--- src/rtl/decode_skid_pkg.sv ---
`timescale 1ns/1ps
// Package: shared state encoding for the decode stall/skid stage.
// Assumes nothing beyond a 3-bit state code visible at the top ports.
package decode_skid_pkg;

    typedef enum logic [2:0] {
        TS_IDLE    = 3'd0,
        TS_RUN     = 3'd1,
        TS_BLOCKED = 3'd2,
        TS_UNBLOCK = 3'd3,
        TS_SQUASH  = 3'd4
    } thr_state_e;

endpackage

--- src/rtl/decode_fetch_sorter.sv ---
`timescale 1ns/1ps
// Module: decode_fetch_sorter
// Splits a fetch bundle into one compacted list per thread, keeping the
// slot order within each thread. Purely combinational.
// Assumes thread numbers at or above NT never appear on a valid slot.
module decode_fetch_sorter #(
    parameter  int NT    = 2,
    parameter  int WIDTH = 2,
    parameter  int TID_W = 1,
    parameter  int TAG_W = 8,
    localparam int CW    = $clog2(WIDTH + 1)
) (
    input  logic [WIDTH-1:0]                    fetch_valid,
    input  logic [WIDTH*TID_W-1:0]              fetch_tid,
    input  logic [WIDTH*TAG_W-1:0]              fetch_tag,
    output logic [NT-1:0][CW-1:0]               thr_cnt,
    output logic [NT-1:0][WIDTH-1:0][TAG_W-1:0] thr_tags
);

    // Compact each thread's instructions into the low entries of its list.
    always_comb begin
        thr_cnt  = '0;
        thr_tags = '0;
        for (int t = 0; t < NT; t++) begin
            for (int s = 0; s < WIDTH; s++) begin
                if (fetch_valid[s] && (fetch_tid[s*TID_W +: TID_W] == TID_W'(t))) begin
                    thr_tags[t][int'(thr_cnt[t])] = fetch_tag[s*TAG_W +: TAG_W];
                    thr_cnt[t] = thr_cnt[t] + CW'(1);
                end
            end
        end
    end

endmodule

--- src/rtl/decode_thread_lane.sv ---
`timescale 1ns/1ps
// Module: decode_thread_lane
// One thread's slice of the decode stage: stall flags, state machine and
// skid FIFO. Skid entries are always forwarded ahead of new arrivals.
// Takes up to budget_in output slots and hands the remainder on.
// Assumes DEPTH >= WIDTH and in_cnt <= WIDTH.
module decode_thread_lane
    import decode_skid_pkg::*;
#(
    parameter  int WIDTH = 2,
    parameter  int TAG_W = 8,
    parameter  int DEPTH = 4,
    localparam int CW    = $clog2(WIDTH + 1),
    localparam int SCW   = $clog2(DEPTH + 1),
    localparam int MW    = DEPTH + WIDTH
) (
    input  logic                        clk,
    input  logic                        rst_n,
    input  logic [2:0]                  stall_src,
    input  logic                        squash_in,
    input  logic [CW-1:0]               in_cnt,
    input  logic [WIDTH-1:0][TAG_W-1:0] in_tags,
    input  logic [CW-1:0]               budget_in,
    output logic [CW-1:0]               budget_out,
    output logic [WIDTH-1:0][TAG_W-1:0] emit_tags,
    output logic [2:0]                  state_o,
    output logic                        skid_empty_o,
    output logic                        overflow_o
);

    logic [2:0]                  flags_q;
    thr_state_e                  state_q, state_d;
    logic [DEPTH-1:0][TAG_W-1:0] skid_q, skid_d;
    logic [SCW-1:0]              cnt_q, cnt_d;
    logic                        ovf_q, ovf_hit;
    logic [TAG_W-1:0]            merged [MW];
    logic                        stalled, drop;
    int                          total_n, take_n, keep_n;

    // Build the ordered work list: skid contents first, then new arrivals.
    always_comb begin
        merged = '{default: '0};
        for (int i = 0; i < DEPTH; i++) begin
            if (i < int'(cnt_q)) merged[i] = skid_q[i];
        end
        for (int j = 0; j < WIDTH; j++) begin
            if (j < int'(in_cnt)) merged[int'(cnt_q) + j] = in_tags[j];
        end
    end

    // Decide how many entries leave, how many are kept, and the next state.
    always_comb begin
        stalled = |flags_q;
        drop    = squash_in || (state_q == TS_SQUASH);
        total_n = int'(cnt_q) + int'(in_cnt);
        take_n  = 0;
        if (!drop && !stalled)
            take_n = (total_n < int'(budget_in)) ? total_n : int'(budget_in);
        keep_n     = drop ? 0 : total_n - take_n;
        ovf_hit    = keep_n > DEPTH;
        cnt_d      = SCW'(ovf_hit ? DEPTH : keep_n);
        budget_out = budget_in - CW'(take_n);
        if (squash_in)         state_d = TS_SQUASH;
        else if (drop)         state_d = stalled ? TS_BLOCKED : TS_IDLE;
        else if (stalled)      state_d = TS_BLOCKED;
        else if (cnt_d != '0)  state_d = TS_UNBLOCK;
        else if (take_n != 0)  state_d = TS_RUN;
        else                   state_d = TS_IDLE;
    end

    // Shift the work list: leaving entries go out, the oldest survivors stay.
    always_comb begin
        for (int j = 0; j < DEPTH; j++)
            skid_d[j] = (j < int'(cnt_d)) ? merged[j + take_n] : '0;
        for (int j = 0; j < WIDTH; j++)
            emit_tags[j] = (j < take_n) ? merged[j] : '0;
    end

    // State, flags, skid storage and the sticky overflow flag.
    always_ff @(posedge clk) begin
        if (!rst_n) begin
            flags_q <= '0;
            state_q <= TS_IDLE;
            skid_q  <= '0;
            cnt_q   <= '0;
            ovf_q   <= 1'b0;
        end else begin
            flags_q <= stall_src;
            state_q <= state_d;
            skid_q  <= skid_d;
            cnt_q   <= cnt_d;
            ovf_q   <= ovf_q | ovf_hit;
        end
    end

    assign state_o      = state_q;
    assign skid_empty_o = (cnt_q == '0);
    assign overflow_o   = ovf_q;

    // A blocked state is only reached through a stall flag seen the cycle before.
    assert_blocked_by_flag_R4: assert property (@(posedge clk) disable iff (!rst_n)
        (state_q == TS_BLOCKED) |-> $past(|flags_q));

    // Running or idle threads never hold skid entries.
    assert_drained_before_run_R5: assert property (@(posedge clk) disable iff (!rst_n)
        ((state_q == TS_RUN) || (state_q == TS_IDLE)) |-> (cnt_q == '0));

    // A squash empties the skid and enters the squashing state.
    assert_squash_empties_R6: assert property (@(posedge clk) disable iff (!rst_n)
        squash_in |=> ((cnt_q == '0) && (state_q == TS_SQUASH)));

    // Overflow error stays set once raised.
    assert_overflow_sticky_R3: assert property (@(posedge clk) disable iff (!rst_n)
        ovf_q |=> ovf_q);

endmodule

--- src/rtl/decode_out_packer.sv ---
`timescale 1ns/1ps
// Module: decode_out_packer
// Places each thread's leaving instructions into consecutive output slots,
// lower threads first, using the slot-budget chain, and registers the bundle.
// Assumes budget_chain[0] == WIDTH and the chain never increases.
module decode_out_packer #(
    parameter  int NT    = 2,
    parameter  int WIDTH = 2,
    parameter  int TID_W = 1,
    parameter  int TAG_W = 8,
    localparam int CW    = $clog2(WIDTH + 1)
) (
    input  logic                                clk,
    input  logic                                rst_n,
    input  logic [NT:0][CW-1:0]                 budget_chain,
    input  logic [NT-1:0][WIDTH-1:0][TAG_W-1:0] emit_tags,
    output logic [WIDTH-1:0]                    dec_valid,
    output logic [WIDTH*TID_W-1:0]              dec_tid,
    output logic [WIDTH*TAG_W-1:0]              dec_tag
);

    logic [WIDTH-1:0]       v_d;
    logic [WIDTH*TID_W-1:0] tid_d;
    logic [WIDTH*TAG_W-1:0] tag_d;
    int                     used_n, lo_n, hi_n;

    // Map output slot s to the thread whose slot range covers it.
    always_comb begin
        used_n = WIDTH - int'(budget_chain[NT]);
        tid_d  = '0;
        tag_d  = '0;
        lo_n   = 0;
        hi_n   = 0;
        for (int s = 0; s < WIDTH; s++) begin
            v_d[s] = (s < used_n);
            for (int t = 0; t < NT; t++) begin
                lo_n = WIDTH - int'(budget_chain[t]);
                hi_n = WIDTH - int'(budget_chain[t+1]);
                if ((s >= lo_n) && (s < hi_n)) begin
                    tid_d[s*TID_W +: TID_W] = TID_W'(t);
                    tag_d[s*TAG_W +: TAG_W] = emit_tags[t][s - lo_n];
                end
            end
        end
    end

    // Output bundle register toward rename.
    always_ff @(posedge clk) begin
        if (!rst_n) begin
            dec_valid <= '0;
            dec_tid   <= '0;
            dec_tag   <= '0;
        end else begin
            dec_valid <= v_d;
            dec_tid   <= tid_d;
            dec_tag   <= tag_d;
        end
    end

    // Valid slots form a prefix starting at slot 0.
    assert_valid_prefix_R2: assert property (@(posedge clk) disable iff (!rst_n)
        ((dec_valid + WIDTH'(1)) & dec_valid) == '0);

endmodule

--- src/rtl/decode_skid_stage.sv ---
`timescale 1ns/1ps
// Module: decode_skid_stage (top)
// Multithreaded decode stage: sorts the fetch bundle by thread and runs one
// lane per thread, chaining the output-slot budget from thread 0 upward.
// It packs and registers the output bundle and reports per-thread state and
// hold requests. Assumes DEPTH >= WIDTH; all NT threads are active.
module decode_skid_stage
    import decode_skid_pkg::*;
#(
    parameter  int NT    = 2,
    parameter  int WIDTH = 2,
    parameter  int TAG_W = 8,
    parameter  int DEPTH = 4,
    localparam int TID_W = (NT > 1) ? $clog2(NT) : 1,
    localparam int CW    = $clog2(WIDTH + 1)
) (
    input  logic                   clk,
    input  logic                   rst_n,
    input  logic [WIDTH-1:0]       fetch_valid,
    input  logic [WIDTH*TID_W-1:0] fetch_tid,
    input  logic [WIDTH*TAG_W-1:0] fetch_tag,
    input  logic [NT-1:0]          stall_rename,
    input  logic [NT-1:0]          stall_exec,
    input  logic [NT-1:0]          stall_commit,
    input  logic [NT-1:0]          squash,
    output logic [WIDTH-1:0]       dec_valid,
    output logic [WIDTH*TID_W-1:0] dec_tid,
    output logic [WIDTH*TAG_W-1:0] dec_tag,
    output logic [NT*3-1:0]        thread_state,
    output logic [NT-1:0]          fetch_block,
    output logic                   any_unblocking,
    output logic                   skids_empty,
    output logic [NT-1:0]          skid_overflow
);

    logic [NT-1:0][CW-1:0]               thr_cnt;
    logic [NT-1:0][WIDTH-1:0][TAG_W-1:0] thr_tags;
    logic [NT:0][CW-1:0]                 budget;
    logic [NT-1:0][WIDTH-1:0][TAG_W-1:0] emit_tags;
    logic [NT-1:0][2:0]                  state_w;
    logic [NT-1:0]                       empty_w;

    decode_fetch_sorter #(
        .NT(NT), .WIDTH(WIDTH), .TID_W(TID_W), .TAG_W(TAG_W)
    ) u_sorter (
        .fetch_valid (fetch_valid),
        .fetch_tid   (fetch_tid),
        .fetch_tag   (fetch_tag),
        .thr_cnt     (thr_cnt),
        .thr_tags    (thr_tags)
    );

    assign budget[0] = CW'(WIDTH);

    for (genvar t = 0; t < NT; t++) begin : g_lane
        decode_thread_lane #(
            .WIDTH(WIDTH), .TAG_W(TAG_W), .DEPTH(DEPTH)
        ) u_lane (
            .clk          (clk),
            .rst_n        (rst_n),
            .stall_src    ({stall_commit[t], stall_exec[t], stall_rename[t]}),
            .squash_in    (squash[t]),
            .in_cnt       (thr_cnt[t]),
            .in_tags      (thr_tags[t]),
            .budget_in    (budget[t]),
            .budget_out   (budget[t+1]),
            .emit_tags    (emit_tags[t]),
            .state_o      (state_w[t]),
            .skid_empty_o (empty_w[t]),
            .overflow_o   (skid_overflow[t])
        );

        assign thread_state[t*3 +: 3] = state_w[t];
        assign fetch_block[t] = (state_w[t] == TS_BLOCKED) || (state_w[t] == TS_UNBLOCK);
    end

    decode_out_packer #(
        .NT(NT), .WIDTH(WIDTH), .TID_W(TID_W), .TAG_W(TAG_W)
    ) u_packer (
        .clk          (clk),
        .rst_n        (rst_n),
        .budget_chain (budget),
        .emit_tags    (emit_tags),
        .dec_valid    (dec_valid),
        .dec_tid      (dec_tid),
        .dec_tag      (dec_tag)
    );

    // Aggregate status across all threads.
    always_comb begin
        any_unblocking = 1'b0;
        for (int t = 0; t < NT; t++)
            any_unblocking = any_unblocking | (state_w[t] == TS_UNBLOCK);
        skids_empty = &empty_w;
    end

    // An unblocking thread always holds skid entries.
    assert_unblock_has_skid_R8: assert property (@(posedge clk) disable iff (!rst_n)
        skids_empty |-> !any_unblocking);

endmodule

--- config.mk ---
export PLATFORM = sky130hd
export DESIGN_NAME = decode_skid_stage
export DESIGN_NICKNAME = d
export VERILOG_FILES = /design/src/rtl/decode_skid_pkg.sv /design/src/rtl/decode_fetch_sorter.sv /design/src/rtl/decode_thread_lane.sv /design/src/rtl/decode_out_packer.sv /design/src/rtl/decode_skid_stage.sv
export SDC_FILE = /design/constraint.sdc
export NUM_CORES = 1
export LEC_CHECK = 0
export BUFFER_PORTS_ARGS = -buffer_cell sky130_fd_sc_hd__buf_4
export CAP_MARGIN = 20
export CORE_MARGIN = 2
export CORE_UTILIZATION = 65
export CTS_BUF_LIST = sky130_fd_sc_hd__clkbuf_16
export CTS_CLUSTER_DIAMETER = 30
export DETAILED_ROUTE_END_ITERATION = 10
export PLACE_DENSITY = 0.85
export SLEW_MARGIN = 20
export SYNTH_ARGS = -nofsm -noshare
export SYNTH_HDL_FRONTEND = slang
export SYNTH_SLANG_ARGS = --single-unit
--- constraint.sdc ---
create_clock -name clk -period 21.3 [get_ports clk]
set_clock_uncertainty 0.2 [all_clocks]
set_input_delay 4.26 -clock clk [delete_from_list [all_inputs] [get_ports clk]]
set_output_delay 4.26 -clock clk [all_outputs]
set_load 0.005 [all_outputs]
==> run metrics, run 1 <==
Leakage 3.35 nW; Post-CTS Setup Repair Bufs 0; area leader, netlist dfxtp_1; final setup fails 0; fill cell count 1011; Antenna Violating Nets Remaining 0; period utilization 0.606; Post-Syn Instances 1068; Logic pwr share 0.255; Iteration-0 DRC Markers 1384; post-synthesis sequential area ratio 0.256; Gates resized, CTS repair 0; area of the multi-input gates 0.00570 sq mm; Synth Flop Type dfxtp_1; Area Overhead vs Synth 9.23%; CORE AREA 0.0121 sq mm; most frequent cells in the layout nand2_1, nor2_1, dfxtp_1; initial antenna violation count 0; Routed WL 27300 um; Max-cap violations 0; Die Y 116 um; relative slew slack 0.214; CTS buffer count 9; switching power 177 uW; vias in the first global route 8052; Synth cell types 83; TritonCTS clock tree built; vias per cell 7.18; VDD IR max 64.9 uV; FF+latch count, synth 104; CP peak stage delay 880 ps; Layout Cells excl Fill 1262; 1st-pass router iterations 9; post-synth top area share 0.256; Setup CP Type input port to register; R2R setup slack 12790 ps; sequential group share of total power 0.407; GRT Overall Usage 0.415; worst path arrival time 12990 ps; fraction of layout cells with a size suffix above 1 0.115; Starting Density 0.672; CP max stage cell a2111oi_2; I/O Buffers 61; Pint 324 uW; average cell area after synthesis 7.62 sq um; Post-synth EDFFs 0; Final nets 1153; largest net degree at the start of global routing 57; dpl cells 1245; setup_tns 0 ps; final critical path time including I/O delays and setup 12910 ps; GPL Wtd Cong 1.04; # clock sinks 104; routed len/inst 21.7 um; Slew Limit Fails 0; CP Capture Type register; Pwr Density 56.3 mW/mm^2; Max Root-Sink Buffers 2; row count 40; Chip Width 116 um; DIE AREA 0.0134 sq mm; final global-route overflow total 0; DRC 0; commonest non-fill, non-tap cell in the layout nand2_1; Warnings, synthesis 0; crit path max fanout 56; first-pass GRT wire length 43400 um; vias post-DR 9063; FMAX 77.4 MHz; Worst Tran Pin Value 1180 ps; Root Driver clkbuf_16; RSZ-0062 raised after global routing false; proportion of power drawn by the clock network 0.338; switching share of power 0.354; Post-synth ARST share 0; Fin. Hold Viols 0; io pins 62; Hold Path Class register to register; clock latency at the later pin of the worst-skew pair 380 ps; Required @ worst endpoint 21380 ps; CP startpoint kind input port; clock-pin transition on the worst setup and hold timing paths 70 ps; ranking of synthesized cells by area dfxtp_1, nand2_1, mux2i_1; cts hold-fix bufs 0; DP Wirelength 20100 um; WHS 284 ps; CP dominant cell by count ha_1; H-tree Lvls 3; Register Area 0.00208 sq mm; cell area after synthesis 0.00814 sq mm; outcome completed
metrics by stage:
step / setup slack, ps / utilization / area, sq um / power [mW]
after floorplan: 10050 / - / 8160 / 0.295
after global placement: 8570 / 0.709 / 8590 / 0.327
after detailed placement: 8310 / 0.709 / 8590 / 0.329
after CTS: 8630 / 0.733 / 8880 / 0.494
after global routing: 7960 / 0.734 / 8880 / 0.516
final: 8390 / 0.734 / 8890 / 0.501
critical path, delay by kind of cell:
kind,cells,cell delay [ps]
buffers and inverters,7,1860
and+or+nand+nor,8,2160
adders and majority gates,7,2950
AOI/OAI and AO/OA,7,1690
synth_stat cells, types with 4 or more instances:
cell type  count
o22ai_1       43
nor2_1       114
a21oi_1       66
or3_1          4
a221oi_1       5
a31oi_1       26
a211oi_1      17
nand2b_1       7
or2_0          4
o21ai_0       56
o21ai_1       28
o221ai_1      25
nand2_1      133
mux2_2         9
ha_1          29
dfxtp_1      104
a211oi_2       7
inv_1         20
buf_2         21
nor3_1        22
o21a_1         5
o2bb2ai_1      8
a21o_1        12
o211ai_1      31
nand3b_1       5
nand3_1       16
nor2b_1       15
xor2_1         4
buf_4          4
fa_1           6
and2_1        19
clkbuf_1      37
o32ai_1       16
and3_1        11
and3b_1       10
mux2i_1       46
or3b_1         6
cell type report:
class / count / share of cell area
multi-input cells: 881 / 0.641
flip-flops and latches: 104 / 0.234
repair buffers: 68 / 0.0574
clock buffers: 9 / 0.0253
well taps: 168 / 0.0237
inverters: 24 / 0.0107
clock inverters: 7 / 0.00718
diodes: 1 / 0.000282
routing by layer:
metal / vias up / share of wire / GRT usage / wire length, um
met5: - / 0 / 0 / 0
met4: 0 / 0.042 / 0.152 / 1150
met3: 126 / 0.15 / 0.107 / 4080
met2: 746 / 0.42 / 0.617 / 11400
met1: 4158 / 0.39 / 0.582 / 10700
li1: 4033 / - / - / -
power groups by stage:
stage	combinational [mW]	clock, mW	sequential, mW
2_1_floorplan	0.0895	0	0.206
3_3_place_gp	0.119	0	0.208
3_5_place_dp	0.121	0	0.208
4_1_cts	0.122	0.168	0.204
5_1_grt	0.137	0.174	0.204
6_report	0.128	0.169	0.204
path summary, 6_finish.rpt:
path / start / cells after the start / endpoint
worst max-delay path: fetch_tid[1] / 29 / g_lane[1].u_lane.skid_q[8]$_SDFF_PN0_
worst min register to register: g_lane[1].u_lane.overflow_o$_SDFF_PN0_ / 1 / g_lane[1].u_lane.overflow_o$_SDFF_PN0_
worst max register to register: g_lane[0].u_lane.cnt_q[0]$_SDFF_PN0_ / 26 / g_lane[1].u_lane.skid_q[8]$_SDFF_PN0_
worst min-delay path: g_lane[1].u_lane.overflow_o$_SDFF_PN0_ / 1 / g_lane[1].u_lane.overflow_o$_SDFF_PN0_
registers in the layout (all words and copies together) (netlist names):
name                      cells
g_lane.u_lane.overflow_o      2
g_lane.u_lane.cnt_q           6
u_packer.dec_valid            2
g_lane.u_lane.skid_q         64
u_packer.dec_tid              2
g_lane.u_lane.flags_q         6
g_lane.u_lane.state_o         6
u_packer.dec_tag             16
cells by family after synthesis:
logic type      share of synthesized area
other cells                      0.000923
flops                               0.256
compound gates                      0.307
xor+xnor                          0.00646
simple gates                        0.242
buf+inv                            0.0491
mux                                0.0797
fa+ha+maj                          0.0594
Power figures use the tool's default switching activity.
==> inputs of run 2 (changes only) <==
--- a/config.mk
+++ b/config.mk
@@ -8,11 +8,11 @@
 export BUFFER_PORTS_ARGS = -buffer_cell sky130_fd_sc_hd__buf_4
 export CAP_MARGIN = 20
 export CORE_MARGIN = 2
-export CORE_UTILIZATION = 65
+export CORE_UTILIZATION = 62
 export CTS_BUF_LIST = sky130_fd_sc_hd__clkbuf_16
 export CTS_CLUSTER_DIAMETER = 30
 export DETAILED_ROUTE_END_ITERATION = 10
-export PLACE_DENSITY = 0.85
+export PLACE_DENSITY = 0.82
 export SLEW_MARGIN = 20
 export SYNTH_ARGS = -nofsm -noshare
 export SYNTH_HDL_FRONTEND = slang
==> constraint.sdc (replaced) <==
create_clock -name clk -period 12 [get_ports clk]
set_clock_uncertainty 0.2 [all_clocks]
set_input_delay 2.4 -clock clk [delete_from_list [all_inputs] [get_ports clk]]
set_output_delay 2.4 -clock clk [all_outputs]
set_load 0.005 [all_outputs]
==> run 2 against run 1 <==
  * Power up 82%
  * Final cell count up 0.32%
  * Sequential power up 78%
  * Register-to-register slack worse by 8300 ps
  * Worst hold slack better by 4.0 ps
  * Via count down 2.2%
  * Design area up 0.32%
  * Combinational power up 76%
  * Critical endpoint is now g_lane[1].u_lane.skid_q[10]$_SDFF_PN0_
  * Largest power group unchanged
==> run metrics, run 2 (synthesis results as in run 1) <==
outcome completed; CTS buffer count 9 (unchanged); CP max stage cell a2111oi_2; clock latency at the later pin of the worst-skew pair 370 ps (about the same); Iteration-0 DRC Markers 1456 (+5.2%); CORE AREA 0.0127 sq mm (+5.0%); fraction of layout cells with a size suffix above 1 0.114 (-0.00102); Post-CTS Setup Repair Bufs 0 (unchanged); most flop-heavy register g_lane.u_lane.skid_q; CP peak stage delay 850 ps (-30 ps); DIE AREA 0.0141 sq mm (+4.7%); Max Root-Sink Buffers 2 (unchanged); dpl cells 1250 (+0.40%); DP Wirelength 19500 um (-3.1%); H-tree Lvls 3 (unchanged); Area Overhead vs Synth 9.58%; relative slew slack 0.200 (-0.0147); cts hold-fix bufs 0 (unchanged); final global-route overflow total 0 (unchanged); Gates resized, CTS repair 0 (unchanged); GPL Wtd Cong 0.978 (-6.3%); most frequent cells in the layout nand2_1, nor2_1, dfxtp_1; TritonCTS clock tree built; vias per cell 7.00 (-2.5%); setup_tns 0 ps (unchanged); first-pass GRT wire length 43000 um (-0.89%); Chip Width 119 um (+2.3%); Antenna Violating Nets Remaining 0 (unchanged); RSZ-0062 raised after global routing false; DRC 0 (unchanged); Diodes inserted 0 (-1); worst path arrival time 10220 ps (-2770 ps); fill cell count 1119 (+11%); Largest regs g_lane.u_lane.skid_q: 64 flops, u_packer.dec_tag: 16 flops; Hold Path Stages 1 (unchanged); final critical path time including I/O delays and setup 10140 ps; vias in the first global route 8341 (+3.6%); Fin. Hold Viols 0 (unchanged); # clock sinks 104 (unchanged); CP startpoint kind input port; largest net degree at the start of global routing 56 (-1.8%); VDD IR max 90.4 uV (+39%); GRT Overall Usage 0.376 (-0.0394); io pins 62 (unchanged); commonest non-fill, non-tap cell in the layout nand2_1; routed len/inst 21.0 um (-2.9%); 1st-pass router iterations 7 (-2); Required @ worst endpoint 12080 ps (-9300 ps); Max-cap violations 0 (unchanged); Layout Cells excl Fill 1266 (+0.32%); Hold Path Class register to register; Largest register FFs 64 (unchanged); CP dominant cell by count ha_1; Starting Density 0.640 (-0.0322); Pwr Density 102 mW/mm^2 (+82%); initial antenna violation count 0 (unchanged); clock-pin transition on the worst setup and hold timing paths 70 ps (about the same); Leakage 3.36 nW (+0.30%); final setup fails 0 (unchanged); Die Y 119 um (+2.3%); vias post-DR 8865 (-2.2%); row count 41 (+2.5%); FMAX 98.6 MHz; Slew Limit Fails 0 (unchanged); Root Driver clkbuf_16; Worst Tran Pin Value 1200 ps (+22.0 ps); Setup CP Type input port to register; CP Capture Type register; Routed WL 26600 um (-2.5%); period utilization 0.845; Final nets 1154 (+0.087%); Worst R2R Path Depth 25 (-3.8%); crit path max fanout 36 (-36%); I/O Buffers 61 (unchanged)
==> run 2: cell types whose count changed in the layout (fill, tap and decap cells not counted) <==
| cell | before | now |
|---|---|---|
| bufinv_16 | 0 | 2 |
| diode_2 | 1 | 0 |
| clkinv_4 | 3 | 1 |
| clkinv_2 | 0 | 1 |
| inv_1 | 20 | 21 |
| nor3_2 | 2 | 1 |
| clkinvlp_4 | 0 | 2 |
| nor3_1 | 21 | 22 |
| inv_6 | 1 | 0 |
| buf_4 | 68 | 69 |
| inv_8 | 3 | 0 |
==> run 2: worst paths after layout <==
| kind | start | to | slack [ps] |
|---|---|---|---|
| min reg2reg | g_lane[1].u_lane.overflow_o$_SDFF_PN0_ | g_lane[1].u_lane.overflow_o$_SDFF_PN0_ | 290 |
| min | g_lane[1].u_lane.overflow_o$_SDFF_PN0_ | g_lane[1].u_lane.overflow_o$_SDFF_PN0_ | 290 |
| max | fetch_tid[1] | g_lane[1].u_lane.skid_q[10]$_SDFF_PN0_ | 1860 |
| max reg2reg | g_lane[0].u_lane.cnt_q[0]$_SDFF_PN0_ | g_lane[1].u_lane.skid_q[10]$_SDFF_PN0_ | 4480 |
==> run 2: final cells by class <==
cell class | count | area, sq um | area share
timing repair buffer | 69 | 518 | 0.0581
multi-input combinational | 881 | 5690 | 0.639
inverter | 24 | 95.1 | 0.0107
clock buffer | 9 | 225 | 0.0253
sequential | 104 | 2080 | 0.234
clock inverter | 7 | 87.6 | 0.00982
tap | 172 | 215 | 0.0241
==> run 2: critical path: cells and delay by family <==
family | cells | cell delay (ps)
AND/OR/NAND/NOR | 9 | 2520
AO/OA/AOI/OAI | 7 | 1700
adder cells (fa/ha/maj) | 7 | 2830
buffers and inverters | 5 | 760
==> run 2: routing by layer <==
| layer | track usage | wire length [um] |
|---|---|---|
| met1 | 0.500 | 10600 |
| met2 | 0.579 | 11700 |
| met3 | 0.0709 | 3120 |
| met4 | 0.193 | 1210 |
| met5 | 0 | 0 |
==> run 2: power breakdown <==
| group | internal, mW | total [mW] | switching (mW) |
|---|---|---|---|
| registers | 0.354 | 0.364 | 0.0102 |
| clock network | 0.181 | 0.323 | 0.142 |
| logic | 0.0750 | 0.225 | 0.150 |
| total | 0.610 | 0.912 | 0.302 |
==> run 2: through the flow <==
stage          worst slack, ps  utilization  cell area [sq um]  power, mW  hold WS (ps)
2_1_floorplan             2610            -               8160      0.524           242
3_3_place_gp              2090        0.676               8600      0.582           256
3_5_place_dp              1670        0.676               8600      0.587           277
4_1_cts                   2050        0.701               8920      0.901           296
5_1_grt                   1310        0.701               8920      0.940           334
6_report                  1860        0.701               8920      0.912           288
==> inputs of run 3 (changes only) <==
==> constraint.sdc (replaced) <==
create_clock -name clk -period 9.6 [get_ports clk]
set_clock_uncertainty 0.2 [all_clocks]
set_input_delay 1.92 -clock clk [delete_from_list [all_inputs] [get_ports clk]]
set_output_delay 1.92 -clock clk [all_outputs]
set_load 0.005 [all_outputs]
==> run 3 against run 2 <==
  * Largest cell class unchanged
  * Critical endpoint is now g_lane[1].u_lane.skid_q[12]$_SDFF_PN0_
  * Die area stayed put
  * Worst setup slack got worse by 1000 ps
  * Routed wire length decreased by 3.9%
==> run metrics, run 3 (synthesis results as in run 1) <==
outcome completed; Fin. Hold Viols 0 (unchanged); largest net degree at the start of global routing 56 (unchanged); switching share of power 0.344 (+0.0127); # clock sinks 104 (unchanged); period utilization 0.911; crit path max fanout 20 (-44%); fraction of layout cells with a size suffix above 1 0.117 (+0.00253); Worst Tran Pin Value 1110 ps (-84.9 ps); Pwr Density 122 mW/mm^2 (+19%); Chip Width 119 um (unchanged); PnR worst setup slack 858 ps (-1010 ps); RSZ-0062 raised after global routing false; Gates resized, CTS repair 0 (unchanged); CP peak stage delay 810 ps (-40 ps); clock-pin transition on the worst setup and hold timing paths 70 ps (about the same); Pint 712 uW (+17%); DIE AREA 0.0141 sq mm (unchanged); H-tree Lvls 3 (unchanged); sequential group share of total power 0.416 (+0.017); CP max stage cell a2111oi_2; Register Area 0.00208 sq mm (unchanged); Largest register FFs 64 (unchanged); Setup CP Type input port to register; Starting Density 0.640 (unchanged); clock latency at the later pin of the worst-skew pair 370 ps (about the same); final setup fails 0 (unchanged); Area Overhead vs Synth 9.30%; CORE AREA 0.0127 sq mm (unchanged); Antenna Violating Nets Remaining 0 (unchanged); I/O Buffers 61 (unchanged); commonest non-fill, non-tap cell in the layout nand2_1; R2R setup slack 2580 ps (-1900 ps); Final nets 1156 (+0.17%); Routed WL 25600 um (-3.9%); fill cell count 1100 (-1.7%); switching power 374 uW (+24%); most frequent cells in the layout nand2_1, nor2_1, dfxtp_1; CP Capture Type register; Leakage 3.35 nW (-0.21%); 1st-pass router iterations 10 (+3); row count 41 (unchanged); final global-route overflow total 0 (unchanged); Max Root-Sink Buffers 2 (unchanged); vias per cell 6.97 (-0.42%); Max-cap violations 0 (unchanged); DP Wirelength 19000 um (-2.6%); GPL Wtd Cong 0.967 (-1.1%); Iteration-0 DRC Markers 1309 (-10%); Die Y 119 um (unchanged); cts hold-fix bufs 0 (unchanged); Post-CTS Setup Repair Bufs 0 (unchanged); TritonCTS clock tree built; initial antenna violation count 0 (unchanged); CP startpoint kind input port; final critical path time including I/O delays and setup 8740 ps; area of the multi-input gates 0.00569 sq mm (unchanged); proportion of power drawn by the clock network 0.326 (-0.028); Root Driver clkbuf_16; CP dominant cell by count ha_1; DRC 0 (unchanged); most flop-heavy register g_lane.u_lane.skid_q; DP Worst Slack 781 ps (-889 ps); Tot Pwr 1.09 mW (+19%); Largest regs g_lane.u_lane.skid_q: 64 flops, u_packer.dec_tag: 16 flops; Post-Layout Inst Area 0.00889 sq mm (-0.25%); relative slew slack 0.253 (+0.0530); placed cell areas 0.00862 sq mm (+0.17%); Logic pwr share 0.258 (+0.011); Hold Path Class register to register; Slew Limit Fails 0 (unchanged); setup_tns 0 ps (unchanged); Diodes inserted 0 (unchanged); Required @ worst endpoint 9690 ps (-2390 ps); vias post-DR 8842 (-0.26%); worst path arrival time 8830 ps (-1390 ps); FMAX 114 MHz; GRT Overall Usage 0.363 (-0.0130); CTS buffer count 9 (unchanged); first-pass GRT wire length 41600 um (-3.1%); routed len/inst 20.2 um (-4.1%); VDD IR max 127 uV (+40%); io pins 62 (unchanged); vias in the first global route 8201 (-1.7%)
## run 3: final timing paths
path / end / startpoint / depth (start not counted)
worst min-delay path: g_lane[1].u_lane.overflow_o$_SDFF_PN0_ / g_lane[1].u_lane.overflow_o$_SDFF_PN0_ / 1
worst max register to register: g_lane[1].u_lane.skid_q[12]$_SDFF_PN0_ / g_lane[0].u_lane.cnt_q[0]$_SDFF_PN0_ / 24
worst min register to register: g_lane[1].u_lane.overflow_o$_SDFF_PN0_ / g_lane[1].u_lane.overflow_o$_SDFF_PN0_ / 1
worst max-delay path: g_lane[1].u_lane.skid_q[12]$_SDFF_PN0_ / fetch_valid[0] / 27
## run 3: metrics by stage
step	utilization	instances	hold slack (ps)
after floorplan	-	1075	242
after global placement	0.677	1251	257
after detailed placement	0.677	1252	267
after CTS	0.699	1268	283
after global routing	0.699	1268	310
final	0.699	1268	277
## run 3: power groups by stage
stage | clock network, mW | registers, mW | logic [mW]
detailed placement | 0 | 0.461 | 0.269
finish | 0.354 | 0.452 | 0.280
CTS | 0.352 | 0.452 | 0.271
global placement | 0 | 0.461 | 0.263
floorplan | 0 | 0.457 | 0.199
global route | 0.372 | 0.453 | 0.301
## run 3: cell type report
cell class	count	area share
Multi-Input combinational cell	881	0.640
Tap cell	172	0.0242
Inverter	24	0.0107
Sequential cell	104	0.234
Timing Repair Buffer	71	0.0599
Clock inverter	7	0.00563
Clock buffer	9	0.0253
## run 3: critical path, delay by kind of cell
kind	cells	cell delay (ps)
fa+ha+maj	7	2730
simple gates	9	2180
compound gates	7	1620
buf+inv	4	370
## run 3: routing by layer
| metal | GRT usage | vias up | routed length, um |
|---|---|---|---|
| met3 | 0.0772 | 96 | 2690 |
| met2 | 0.548 | 606 | 11200 |
| met1 | 0.496 | 4101 | 10700 |
| li1 | - | 4039 | - |
| met5 | 0 | - | 0 |
| met4 | 0.162 | 0 | 1020 |
